<file path="config.mk">
export PLATFORM = sky130hd
export DESIGN_NAME = ctl_byte_match
export DESIGN_NICKNAME = d
export VERILOG_FILES = /design/src/rtl/cbm_pkg.sv /design/src/rtl/cbm_sync.sv /design/src/rtl/cbm_code_sel.sv /design/src/rtl/ctl_byte_match.sv
export SDC_FILE = /design/constraint.sdc
export NUM_CORES = 1
export LEC_CHECK = 0
export ABC_AREA = 1
export BUFFER_PORTS_ARGS = -buffer_cell sky130_fd_sc_hd__buf_2
export CAP_MARGIN = 20
export CORE_ASPECT_RATIO = 1.1
export CORE_MARGIN = 4
export CORE_UTILIZATION = 40
export DETAILED_ROUTE_END_ITERATION = 8
export GPL_TIMING_DRIVEN = 0
export PLACE_DENSITY = 0.73
export RECOVER_POWER = 25
export SETUP_SLACK_MARGIN = 0.4
export SYNTH_ARGS = -nofsm -noshare
export SYNTH_HDL_FRONTEND = slang
export SYNTH_SLANG_ARGS = --single-unit
</file>
<file path="constraint.sdc">
create_clock -name clk -period 1.01 [get_ports clk]
set_input_delay 0.101 -clock clk [delete_from_list [all_inputs] [get_ports clk]]
set_output_delay 0.101 -clock clk [all_outputs]
set_load 0.02 [all_outputs]
</file>
<file path="src/rtl/cbm_pkg.sv">
package cbm_pkg;
  typedef enum logic [1:0] {
    ST_IDLE = 2'd0,
    ST_WAIT = 2'd1,
    ST_HIT  = 2'd2,
    ST_SKIP = 2'd3
  } cbm_state_e;
endpackage

</file>
<file path="src/rtl/cbm_sync.sv">
module cbm_sync #(
  parameter int WIDTH  = 4,
  parameter int STAGES = 2
) (
  input  logic             clk,
  input  logic             rst_n,
  input  logic [WIDTH-1:0] async_i,
  output logic [WIDTH-1:0] sync_o
);
  logic [WIDTH-1:0] chain_q [STAGES];

  generate
    for (genvar s = 0; s < STAGES; s++) begin : g_stage
      always_ff @(posedge clk or negedge rst_n) begin
        if (!rst_n) chain_q[s] <= '0;
        else if (s == 0) chain_q[s] <= async_i;
        else chain_q[s] <= chain_q[(s == 0) ? 0 : s-1];
      end
    end
  endgenerate

  assign sync_o = chain_q[STAGES-1];
endmodule

</file>
<file path="src/rtl/cbm_code_sel.sv">
module cbm_code_sel #(
  parameter int CODE_W = 4
) (
  input  logic [CODE_W-1:0] pin_sync_i,
  input  logic [CODE_W-1:0] reg_code_i,
  input  logic [CODE_W-1:0] src_sel_i,
  output logic [CODE_W-1:0] code_o
);
  generate
    for (genvar b = 0; b < CODE_W; b++) begin : g_bit
      assign code_o[b] = src_sel_i[b] ? pin_sync_i[b] : reg_code_i[b];
    end
  endgenerate
endmodule

</file>
<file path="src/rtl/ctl_byte_match.sv">
module ctl_byte_match
  import cbm_pkg::*;
#(
  parameter int CODE_W      = 4,
  parameter int BLK_W       = 3,
  parameter int SYNC_STAGES = 2,
  localparam int BYTE_W     = CODE_W + BLK_W + 1
) (
  input  logic              clk,
  input  logic              rst_n,
  input  logic              start_i,
  input  logic              stop_i,
  input  logic              byte_vld_i,
  input  logic [BYTE_W-1:0] byte_i,
  input  logic [CODE_W-1:0] pin_i,
  input  logic [CODE_W-1:0] reg_code_i,
  input  logic [CODE_W-1:0] src_sel_i,
  output logic              ack_o,
  output logic              matched_o,
  output logic [BLK_W-1:0]  blk_addr_o,
  output logic              rd_o
);
  logic [CODE_W-1:0] pin_sync;
  logic [CODE_W-1:0] exp_code;
  logic [CODE_W-1:0] rx_code;
  logic [BLK_W-1:0]  rx_blk;
  logic              rx_rd;
  logic              code_eq;

  cbm_state_e st_q, st_d;
  logic       hit;
  logic       clr;
  logic       ack_q;
  logic [BLK_W-1:0] blk_q;
  logic       rd_q;

  cbm_sync #(.WIDTH(CODE_W), .STAGES(SYNC_STAGES)) u_sync (
    .clk     (clk),
    .rst_n   (rst_n),
    .async_i (pin_i),
    .sync_o  (pin_sync)
  );

  cbm_code_sel #(.CODE_W(CODE_W)) u_sel (
    .pin_sync_i (pin_sync),
    .reg_code_i (reg_code_i),
    .src_sel_i  (src_sel_i),
    .code_o     (exp_code)
  );

  assign rx_code = byte_i[BYTE_W-1 -: CODE_W];
  assign rx_blk  = byte_i[BLK_W:1];
  assign rx_rd   = byte_i[0];
  assign code_eq = (rx_code == exp_code);

  // next state: stop beats start, start beats a byte in the same cycle
  always_comb begin
    st_d = st_q;
    hit  = 1'b0;
    clr  = start_i | stop_i;
    if (stop_i) begin
      st_d = ST_IDLE;
    end else if (start_i) begin
      st_d = ST_WAIT;
    end else if (st_q == ST_WAIT && byte_vld_i) begin
      st_d = code_eq ? ST_HIT : ST_SKIP;
      hit  = code_eq;
    end
  end

  always_ff @(posedge clk or negedge rst_n) begin
    if (!rst_n) begin
      st_q  <= ST_IDLE;
      ack_q <= 1'b0;
    end else begin
      st_q  <= st_d;
      ack_q <= hit;
    end
  end

  always_ff @(posedge clk or negedge rst_n) begin
    if (!rst_n) begin
      blk_q <= '0;
      rd_q  <= 1'b0;
    end else if (clr) begin
      blk_q <= '0;
      rd_q  <= 1'b0;
    end else if (hit) begin
      blk_q <= rx_blk;
      rd_q  <= rx_rd;
    end
  end

  assign ack_o      = ack_q;
  assign matched_o  = (st_q == ST_HIT);
  assign blk_addr_o = blk_q;
  assign rd_o       = rd_q;

  assert_ack_one_cycle_R4: assert property (@(posedge clk) disable iff (!rst_n)
    ack_o |=> !ack_o);

  assert_ack_after_strobe_R4: assert property (@(posedge clk) disable iff (!rst_n)
    ack_o |-> ($past(byte_vld_i) && !$past(start_i) && !$past(stop_i)));

  assert_ack_addressed_R6: assert property (@(posedge clk) disable iff (!rst_n)
    ack_o |-> matched_o);

  assert_hold_capture_R7: assert property (@(posedge clk) disable iff (!rst_n)
    (matched_o && !start_i && !stop_i) |=>
      (matched_o && !ack_o && $stable(blk_addr_o) && $stable(rd_o)));

  assert_clear_on_bus_cond_R6: assert property (@(posedge clk) disable iff (!rst_n)
    (start_i || stop_i) |=> (!matched_o && !ack_o && blk_addr_o == '0 && !rd_o));

  assert_stop_wins_R9: assert property (@(posedge clk) disable iff (!rst_n)
    stop_i |=> (st_q == ST_IDLE));

  assert_idle_silent_R8: assert property (@(posedge clk) disable iff (!rst_n)
    (st_q == ST_IDLE && !start_i) |=> !ack_o);

  assert_skip_silent_R5: assert property (@(posedge clk) disable iff (!rst_n)
    (st_q == ST_SKIP && !start_i) |=> !ack_o);
endmodule

</file>
==> impl_metrics.tcl, run 1 <==
set metrics [dict create \
    status "finished, violations left" \
    violations "hold timing, setup timing" \
    leakage_nw 0.572 \
    synth_warnings 0 \
    yosys.area.top_type "dfrtp_1" \
    antenna_found_initial 0 \
    yosysUniqueCellTypes 14 \
    first_pass_iters 4 \
    root_buffer "clkbuf_4" \
    synth_edf_count 0 \
    final_nets 146 \
    design.portCount 31 \
    async_reset_ff_share_pct 100 \
    drtIter0Drc 12 \
    die_height_um 51.3 \
    grt_pass1_wl_um 2100 \
    ir_drop_mv 0.765 \
    routed_wl_um 1440 \
    worst-setup-path-type "reg2reg" \
    drc_errors 0 \
    avgRoutedWirePerCell_um 10.5 \
    place_congestion 0.790 \
    crit_fanout 4 \
    dieWidth_um 47.4 \
    h-tree-depth 1 \
    fillCellCount 130 \
    preCtsSetupSlack_ns -0.160 \
    finalSetupViolCount 7 \
    post-place-cells 127 \
    fp.dieArea_um2 2430 \
    netlist_instances 80 \
    start_kind "flip-flop" \
    grt_setup_unrepaired "true" \
    viasPerCell 4.73 \
    start_util_pct 42.7 \
    clock_path_buffers 2 \
    synth.avg_cell_area_um2 8.52 \
    design_power_total_mw 1.15 \
    syn_area_um2 682 \
    clock-sinks 15 \
    fin_worst_skew_ns 0.00465 \
    synth_area_leaders "dfrtp_1 55%, nand2_1 13%, inv_1 7.7%" \
    drt.antenna.violating_nets 0 \
    tightestPinTransition_ns 0.359 \
    ys_ff_latch 15 \
    cp-end-kind "flip-flop" \
    period_needed_ns 1.18 \
    grtUsageTotal_pct 12.1 \
    cts_tree "yes" \
    required_ns 1.23 \
    yosysSeqAreaShare_pct 55.0 \
    fin_tns_setup_ns -0.905 \
    cts-hold-fix-buffers 5 \
    core-area_um2 1600 \
    min_path_type "in2reg" \
    grt_max_degree 16 \
    portBuffers 30 \
    hold_slack_ns -0.00907 \
    synth.top_cell.area_share_pct 55.0 \
    cts_inserted_buffers 3 \
    antennaDiodeCount 0 \
    vias 648 \
    dp_hpwl_um 1030 \
    drive_gt1_share_pct 40.0 \
    grt-ovfl-total 0 \
    finalCritPeriodShare_pct 117 \
    fin_ws_ns -0.174 \
    worstPathArrival_ns 1.41 \
    final_max_slew_viol_count 0 \
    syn_nets 105 \
    syn2layout_area_growth_pct 47.2 \
    row_count 15 \
    clk_pin_slew_ns 0.09 \
    hold_violations 1 \
    max_freq_ghz 0.845 \
    fin_cells 137 \
    synthFlopType "dfrtp_1" \
    synth.most_common_cell "nand2_1" \
    fin_util_pct 62.9 \
    power_density_nw_per_um2 1150 \
    clk_latency_ns 0.28 \
    drv_cap 0 \
    synthTopCellsByCount "23 x nand2_1, 15 x dfrtp_1, 14 x inv_1" \
    grt_pass1_vias 550 \
    relSlewSlack_pct 76.0 \
]
[critical path, stage by stage (launching register included)]
cell     delay, ns
dfrtp_1       0.38
inv_1         0.05
nand2_1       0.04
nand3_1       0.09
nand2_2       0.07
nor2_4        0.15
nand2_2       0.08
nor2_4        0.12
nand3_1       0.08
nand2_1       0.07
[cell families (layout without fill, tap and decap cells)]
group / Yosys count / count (layout) / synth area share [%]
flops: 15 / 15 / 55.0
buf+inv: 15 / 55 / 8.26
compound gates: 2 / 2 / 1.83
simple gates: 48 / 48 / 34.9
[cells in the final DEF, fill, tap and decap left out, types with 4 or more instances in the layout]
master          n
buf_2          23
nand2_1        22
dfrtp_1        15
inv_1          12
nand3_1         9
buf_6           6
dlygate4sd3_1   5
nor2_4          4
nand4_1         4
[metal layers]
metal / share of wire (%) / up-vias / global-route usage [%]
met3: 7.9 / 5 / 2.82
met1: 37 / 294 / 14.6
li1: - / 328 / -
met2: 54 / 21 / 19.6
met4: 1.7 / 0 / 5.53
met5: 0 / - / 0
[sequential cells by signal, summed over array words and instances, names as in the netlist]
signal	cells
u_sync.chain_q	4
ack_o	1
blk_addr_o	3
u_sync.sync_o	4
rd_o	1
st_q	2
[layout make-up]
cell class | count | area, µm² | area share (%)
tap | 17 | 21.3 | 2.12
multi-input combinational | 50 | 278 | 27.7
sequential | 15 | 375 | 37.4
inverter | 15 | 56.3 | 5.61
clock buffer | 3 | 22.5 | 2.24
clock inverter | 1 | 5.00 | 0.499
timing repair buffer | 36 | 245 | 24.4
[through the flow]
stage / hold slack (ns) / area, µm²
6_report: -0.00907 / 1000
5_1_grt: -0.0141 / 1000
4_1_cts: -0.00940 / 988
3_5_place_dp: 0.0196 / 861
3_3_place_gp: 0.0138 / 861
2_1_floorplan: -0.195 / 689
[power breakdown]
group          switching (mW)  internal, mW  total [mW]
registers             0.00922         0.621       0.630
logic                   0.102        0.0831       0.185
clock network           0.191         0.147       0.338
total                   0.302         0.851        1.15
[final timing paths]
check	from	to	slack, ns	depth (start not counted)
setup / recovery	u_sync.sync_o[1]$_DFF_PN0_	blk_addr_o[0]$_DFFE_PN0P_	-0.17	9
hold / removal	stop_i	ack_o$_DFF_PN0_	-0.009	2
setup reg to reg	u_sync.sync_o[1]$_DFF_PN0_	blk_addr_o[0]$_DFFE_PN0P_	-0.17	9
hold reg to reg	u_sync.chain_q[4]$_DFF_PN0_	u_sync.sync_o[0]$_DFF_PN0_	0.35	0
max in group asynchronous	rst_n	u_sync.sync_o[2]$_DFF_PN0_	0.50	2
min in group asynchronous	rst_n	st_q[0]$_DFFE_PN0P_	0.25	2
[what timing repair did]
| action | CTS | global route |
|---|---|---|
| gates resized for setup | 14 | 3 |
| setup endpoints to repair | 13 | 13 |
| endpoints found under the hold margin | 20 | 1 |
| pin swaps | 4 | 4 |
| setup buffers | 1 | 0 |
Power figures use the tool's default switching activity.
==> inputs of run 2 (changes only) <==
--- a/config.mk
+++ b/config.mk
@@ -8,7 +8,7 @@
 export ABC_AREA = 1
 export BUFFER_PORTS_ARGS = -buffer_cell sky130_fd_sc_hd__buf_2
 export CAP_MARGIN = 20
-export CORE_ASPECT_RATIO = 1.1
+export CORE_ASPECT_RATIO = 1.25
 export CORE_MARGIN = 4
 export CORE_UTILIZATION = 40
 export DETAILED_ROUTE_END_ITERATION = 8
==> run 2 against run 1 <==
  * Critical endpoint is now blk_addr_o[1]$_DFFE_PN0P_
  * Worst setup slack worse by 0.073 ns
  * Global-route usage is 1.9 points higher
  * Combinational power is 6% higher
  * The run still ends with hold timing, setup timing left
  * Critical path depth stayed put
  * Flip-flop and latch count stayed put
  * Via count is 1.4% higher
  * Register-to-register slack worse by 0.07 ns
  * Highest routed layer unchanged
  * Sequential share of layout area is 1.3 points lower
==> impl_metrics.tcl, run 2 (synthesis gave the netlist of run 1 again) <==
set metrics [dict create \
    drtIter0Drc 9 \
    start_util_pct 43.1 \
    r2r_cells 9 \
    grt_pass1_vias 597 \
    period_needed_ns 1.26 \
    grt-ovfl-total 0 \
    fin_tns_setup_ns -1.22 \
    power_density_nw_per_um2 1130 \
    finalSetupViolCount 7 \
    ir_drop_mv 0.849 \
    routed_wl_um 1540 \
    fin_ws_ns -0.247 \
    drt.antenna.violating_nets 0 \
    required_ns 1.23 \
    drc_errors 0 \
    cts-hold-fix-buffers 5 \
    place_congestion 0.768 \
    antenna_found_initial 0 \
    regToRegSetupSlack_ns -0.25 \
    relSlewSlack_pct 72.4 \
    first_pass_iters 3 \
    cts_tree "yes" \
    syn2layout_area_growth_pct 52.5 \
    start_kind "flip-flop" \
    fin_worst_skew_ns 0.000874 \
    clock-sinks 15 \
    grt_setup_unrepaired "true" \
    design.portCount 31 \
    drv_cap 0 \
    status "finished, violations left" \
    grt_max_degree 16 \
    cts_inserted_buffers 3 \
    fillCellCount 147 \
    leakage_nw 0.574 \
    antennaDiodeCount 0 \
    startpoint "u_sync.sync_o[1]$_DFF_PN0_" \
    hold_depth 2 \
    clock_path_buffers 2 \
    regToRegEndpoint "blk_addr_o[1]$_DFFE_PN0P_" \
    hold_violations 1 \
    vias 657 \
    design_power_total_mw 1.17 \
    max_freq_ghz 0.796 \
    final_nets 147 \
    avgRoutedWirePerCell_um 11.0 \
    finalCritPeriodShare_pct 124 \
    r2r_start "u_sync.sync_o[1]$_DFF_PN0_" \
    root_buffer "clkbuf_4" \
    violations "hold timing, setup timing" \
    cp-end-kind "flip-flop" \
    core-area_um2 1580 \
    worstPathArrival_ns 1.48 \
    clk_latency_ns 0.28 \
    crit_fanout 4 \
    final_max_slew_viol_count 0 \
    drive_gt1_share_pct 46.3 \
    hold_slack_ns -0.00804 \
    die_height_um 54.2 \
    fp.dieArea_um2 2430 \
    dp_hpwl_um 1060 \
    viasPerCell 4.73 \
    h-tree-depth 1 \
    portBuffers 30 \
    worst-setup-path-type "reg2reg" \
    layout_common_cells "23 x buf_2, 18 x nand2_1, 15 x dfrtp_1" \
    grtUsageTotal_pct 14.0 \
    min_path_type "in2reg" \
    dieWidth_um 44.9 \
    grt_pass1_wl_um 2460 \
    tightestPinTransition_ns 0.412 \
    layout_commonest_cell "buf_2" \
    clk_pin_slew_ns 0.09 \
    row_count 16 \
    crit_path_end "blk_addr_o[1]$_DFFE_PN0P_" \
]
## run 2: cell count changes in the layout (fill, tap and decap cells not counted), sizes merged
cell	change
clkinv	-1
clkinvlp	+1
buf	+1
## run 2: area by class of cell
class                   count  area [µm²]  area share (%)
flip-flops and latches     15         375            36.1
well taps                  18        22.5            2.17
repair buffers             37         253            24.3
multi-input cells          50         303            29.1
clock inverters             1        7.51           0.722
clock buffers               3        22.5            2.17
inverters                  15        56.3            5.42
## run 2: worst min path at each step
stage,startpoint,to
2_1_floorplan,rst_n,ack_o$_DFF_PN0_
3_3_place_gp,rst_n,ack_o$_DFF_PN0_
3_5_place_dp,rst_n,ack_o$_DFF_PN0_
4_1_cts,stop_i,ack_o$_DFF_PN0_
5_1_grt,stop_i,ack_o$_DFF_PN0_
6_report,stop_i,ack_o$_DFF_PN0_
## run 2: what timing repair did
action                     CTS  global route
setup endpoints to repair   13            13
setup buffers                2             0
gates resized for setup     14            10
cloned                       0             0
pin swaps                    2             5
hold endpoints to repair    20             1
## run 2: metrics by stage
| step | instances | utilization, % | hold slack [ns] | cell area, µm² | setup WS, ns |
|---|---|---|---|---|---|
| floorplan | 80 | - | -0.195 | 689 | -0.0635 |
| global placement | 128 | 54.5 | 0.0111 | 862 | -0.145 |
| detailed placement | 128 | 54.5 | 0.0113 | 862 | -0.175 |
| CTS | 139 | 63.2 | -0.0108 | 1000 | -0.212 |
| global route | 139 | 65.7 | -0.0123 | 1040 | -0.362 |
| finish | 139 | 65.7 | -0.00804 | 1040 | -0.247 |
## run 2: layer usage
layer / vias to the layer above / global-route usage [%] / wire, µm
li1: 329 / - / -
met1: 299 / 15.9 / 561
met2: 23 / 24.3 / 809
met3: 6 / 4.01 / 122
met4: 0 / 5.85 / 42
met5: - / 0 / 0
## run 2: where the power goes
group / switching (mW) / internal, mW
Sequential: 0.0105 / 0.621
Clock: 0.196 / 0.150
Combinational: 0.109 / 0.0877
## run 2: critical path, cell delays in order, from the launching register on
cell and delay, ns:
dfrtp_1 0.39, inv_1 0.05, nand2_1 0.05, nand3_2 0.07, nand2_2 0.06, nor2_4 0.15, nand2_2 0.08, nor2_4 0.16
nand3_1 0.10, nand2_1 0.08
==> inputs of run 3 (changes only) <==
--- a/config.mk
+++ b/config.mk
@@ -8,7 +8,7 @@
 export ABC_AREA = 1
 export BUFFER_PORTS_ARGS = -buffer_cell sky130_fd_sc_hd__buf_2
 export CAP_MARGIN = 20
-export CORE_ASPECT_RATIO = 1.25
+export CORE_ASPECT_RATIO = 1.1
 export CORE_MARGIN = 4
 export CORE_UTILIZATION = 40
 export DETAILED_ROUTE_END_ITERATION = 8
==> constraint.sdc (replaced) <==
create_clock -name clk -period 1.14 [get_ports clk]
set_input_delay 0.114 -clock clk [delete_from_list [all_inputs] [get_ports clk]]
set_output_delay 0.114 -clock clk [all_outputs]
set_load 0.02 [all_outputs]
==> run 3 against run 2 <==
  * The flow finishes with violations (setup timing)
  * Combinational power is 20% lower
  * Hold slack better by 0.016 ns
  * Flip-flop and latch count stayed put
  * Non-clock buffer count stayed put
  * Worst setup slack better by 0.18 ns
  * Via count is 0.76% lower
  * Critical path depth is 1 lower
  * Die area is 0.14% lower
  * Clock-buffer cell count is 1 higher
  * Clock skew is 0.0068 ns higher
  * Critical path type unchanged
  * Largest power group unchanged
==> impl_metrics.tcl, run 3 (synthesis gave the netlist of run 1 again) <==
set metrics [dict create \
    multi_input_area_um2 260 \
    antennaDiodeCount 0 \
    vias 652 \
    netSwitchingFraction_pct 25.0 \
    ir_drop_mv 0.654 \
    grt_max_degree 16 \
    hold_violations 0 \
    core-area_um2 1600 \
    drc_errors 0 \
    root_buffer "clkbuf_4" \
    grt_pass1_wl_um 2540 \
    p_clk_share_pct 29.2 \
    design.portCount 31 \
    first_pass_iters 4 \
    fin_tns_setup_ns -0.239 \
    clk_latency_ns 0.28 \
    clk_pin_slew_ns 0.08 \
    avgRoutedWirePerCell_um 10.6 \
    cp-end-kind "flip-flop" \
    cts_tree "yes" \
    holdPathEnd "ack_o$_DFF_PN0_" \
    internal_power_uw 758 \
    clock-sinks 15 \
    portBuffers 30 \
    dieWidth_um 47.4 \
    clock_path_buffers 2 \
    syn2layout_area_growth_pct 45.3 \
    layout_common_cells "23 x buf_2, 22 x nand2_1, 15 x dfrtp_1" \
    cts_inserted_buffers 3 \
    layout_commonest_cell "buf_2" \
    drtIter0Drc 6 \
    fp.dieArea_um2 2430 \
    die_height_um 51.3 \
    required_ns 1.32 \
    worstPathArrival_ns 1.38 \
    max_freq_ghz 0.830 \
    status "finished, violations left" \
    grt_pass1_vias 635 \
    crit_fanout 6 \
    hold_slack_ns 0.00780 \
    r2r_start "u_sync.sync_o[0]$_DFF_PN0_" \
    drive_gt1_share_pct 38.8 \
    final_max_slew_viol_count 0 \
    grt-ovfl-total 0 \
    start_util_pct 42.7 \
    seqCellArea_um2 375 \
    routed_wl_um 1460 \
    final_nets 147 \
    holdCritStartpoint "stop_i" \
    min_path_type "in2reg" \
    power_density_nw_per_um2 1020 \
    drv_cap 0 \
    dp_hpwl_um 1130 \
    worst-setup-path-type "reg2reg" \
    hold_depth 2 \
    regToRegSetupSlack_ns -0.06 \
    drt.antenna.violating_nets 0 \
    power.share.sequential_pct 55.2 \
    fin_ws_ns -0.0647 \
    cts-hold-fix-buffers 5 \
    tightestPinTransition_ns 0.764 \
    fin_worst_skew_ns 0.00764 \
    r2r_cells 8 \
    p_switching_uw 252 \
    period_needed_ns 1.20 \
    grt_setup_unrepaired "true" \
    fillCellCount 140 \
    relSlewSlack_pct 49.1 \
    regToRegEndpoint "st_q[0]$_DFFE_PN0P_" \
    violations "setup timing" \
    row_count 15 \
    h-tree-depth 1 \
    finalSetupViolCount 5 \
    start_kind "flip-flop" \
    antenna_found_initial 0 \
    comb_power_share_pct 15.6 \
    viasPerCell 4.72 \
    finalCritPeriodShare_pct 106 \
    grtUsageTotal_pct 15.1 \
    leakage_nw 0.570 \
    place_congestion 0.745 \
]
run 3: worst max-delay path by stage:
stage / start / end / slack [ns] / cells past startpoint
detailed placement: u_sync.sync_o[2]$_DFF_PN0_ / st_q[0]$_DFFE_PN0P_ / -0.03 / 8
floorplan: u_sync.sync_o[2]$_DFF_PN0_ / st_q[0]$_DFFE_PN0P_ / 0.07 / 8
finish: u_sync.sync_o[0]$_DFF_PN0_ / st_q[0]$_DFFE_PN0P_ / -0.06 / 8
global route: u_sync.sync_o[0]$_DFF_PN0_ / st_q[0]$_DFFE_PN0P_ / -0.17 / 8
CTS: u_sync.sync_o[1]$_DFF_PN0_ / st_q[0]$_DFFE_PN0P_ / -0.04 / 8
global placement: u_sync.sync_o[2]$_DFF_PN0_ / blk_addr_o[1]$_DFFE_PN0P_ / -0.003 / 8
run 3: metal layers:
layer,GRT usage [%],routed length [µm]
met3,4.23,93
met1,16.1,518
met4,6.91,36
met2,26.1,807
met5,0,0
run 3: metrics by stage:
| step | area [µm²] | power, mW | utilization [%] | std cells | setup slack [ns] |
|---|---|---|---|---|---|
| global route | 991 | 1.08 | 62.1 | 138 | -0.174 |
| global placement | 856 | 0.701 | 53.6 | 127 | -0.00344 |
| finish | 991 | 1.01 | 62.1 | 138 | -0.0647 |
| CTS | 982 | 1.03 | 61.6 | 137 | -0.0405 |
| floorplan | 684 | 0.636 | - | 80 | 0.0665 |
| detailed placement | 856 | 0.708 | 53.6 | 127 | -0.0338 |
run 3: power by group through the flow:
stage	Sequential [mW]	Combinational (mW)	Clock, mW
2_1_floorplan	0.567	0.0689	0
3_3_place_gp	0.567	0.134	0
3_5_place_dp	0.568	0.140	0
6_report	0.558	0.158	0.295
4_1_cts	0.558	0.159	0.310
5_1_grt	0.561	0.179	0.339
run 3: worst max-delay path: stages (launching register included):
cell and delay (ns):
dfrtp_1 0.39, nand2_2 0.07, nand2_1 0.05, nand2_1 0.05, nand2_1 0.05, nor2_2 0.16, nand3_2 0.16, nor2_1 0.13
nor2_1 0.04
run 3: what timing repair did:
| action | 4_1_cts | 5_1_grt |
|---|---|---|
| buffers inserted | 1 | 1 |
| pin swaps | 2 | 3 |
| endpoints found under the setup margin | 13 | 13 |
| hold endpoints to repair | 20 | 1 |
| gates resized for setup | 15 | 1 |
run 3: layout make-up:
cell class | count | area share, %
Tap cell | 17 | 2.15
Inverter | 15 | 5.68
Sequential cell | 15 | 37.9
Clock buffer | 4 | 2.65
Multi-Input combinational cell | 50 | 26.3
Timing Repair Buffer | 37 | 25.4
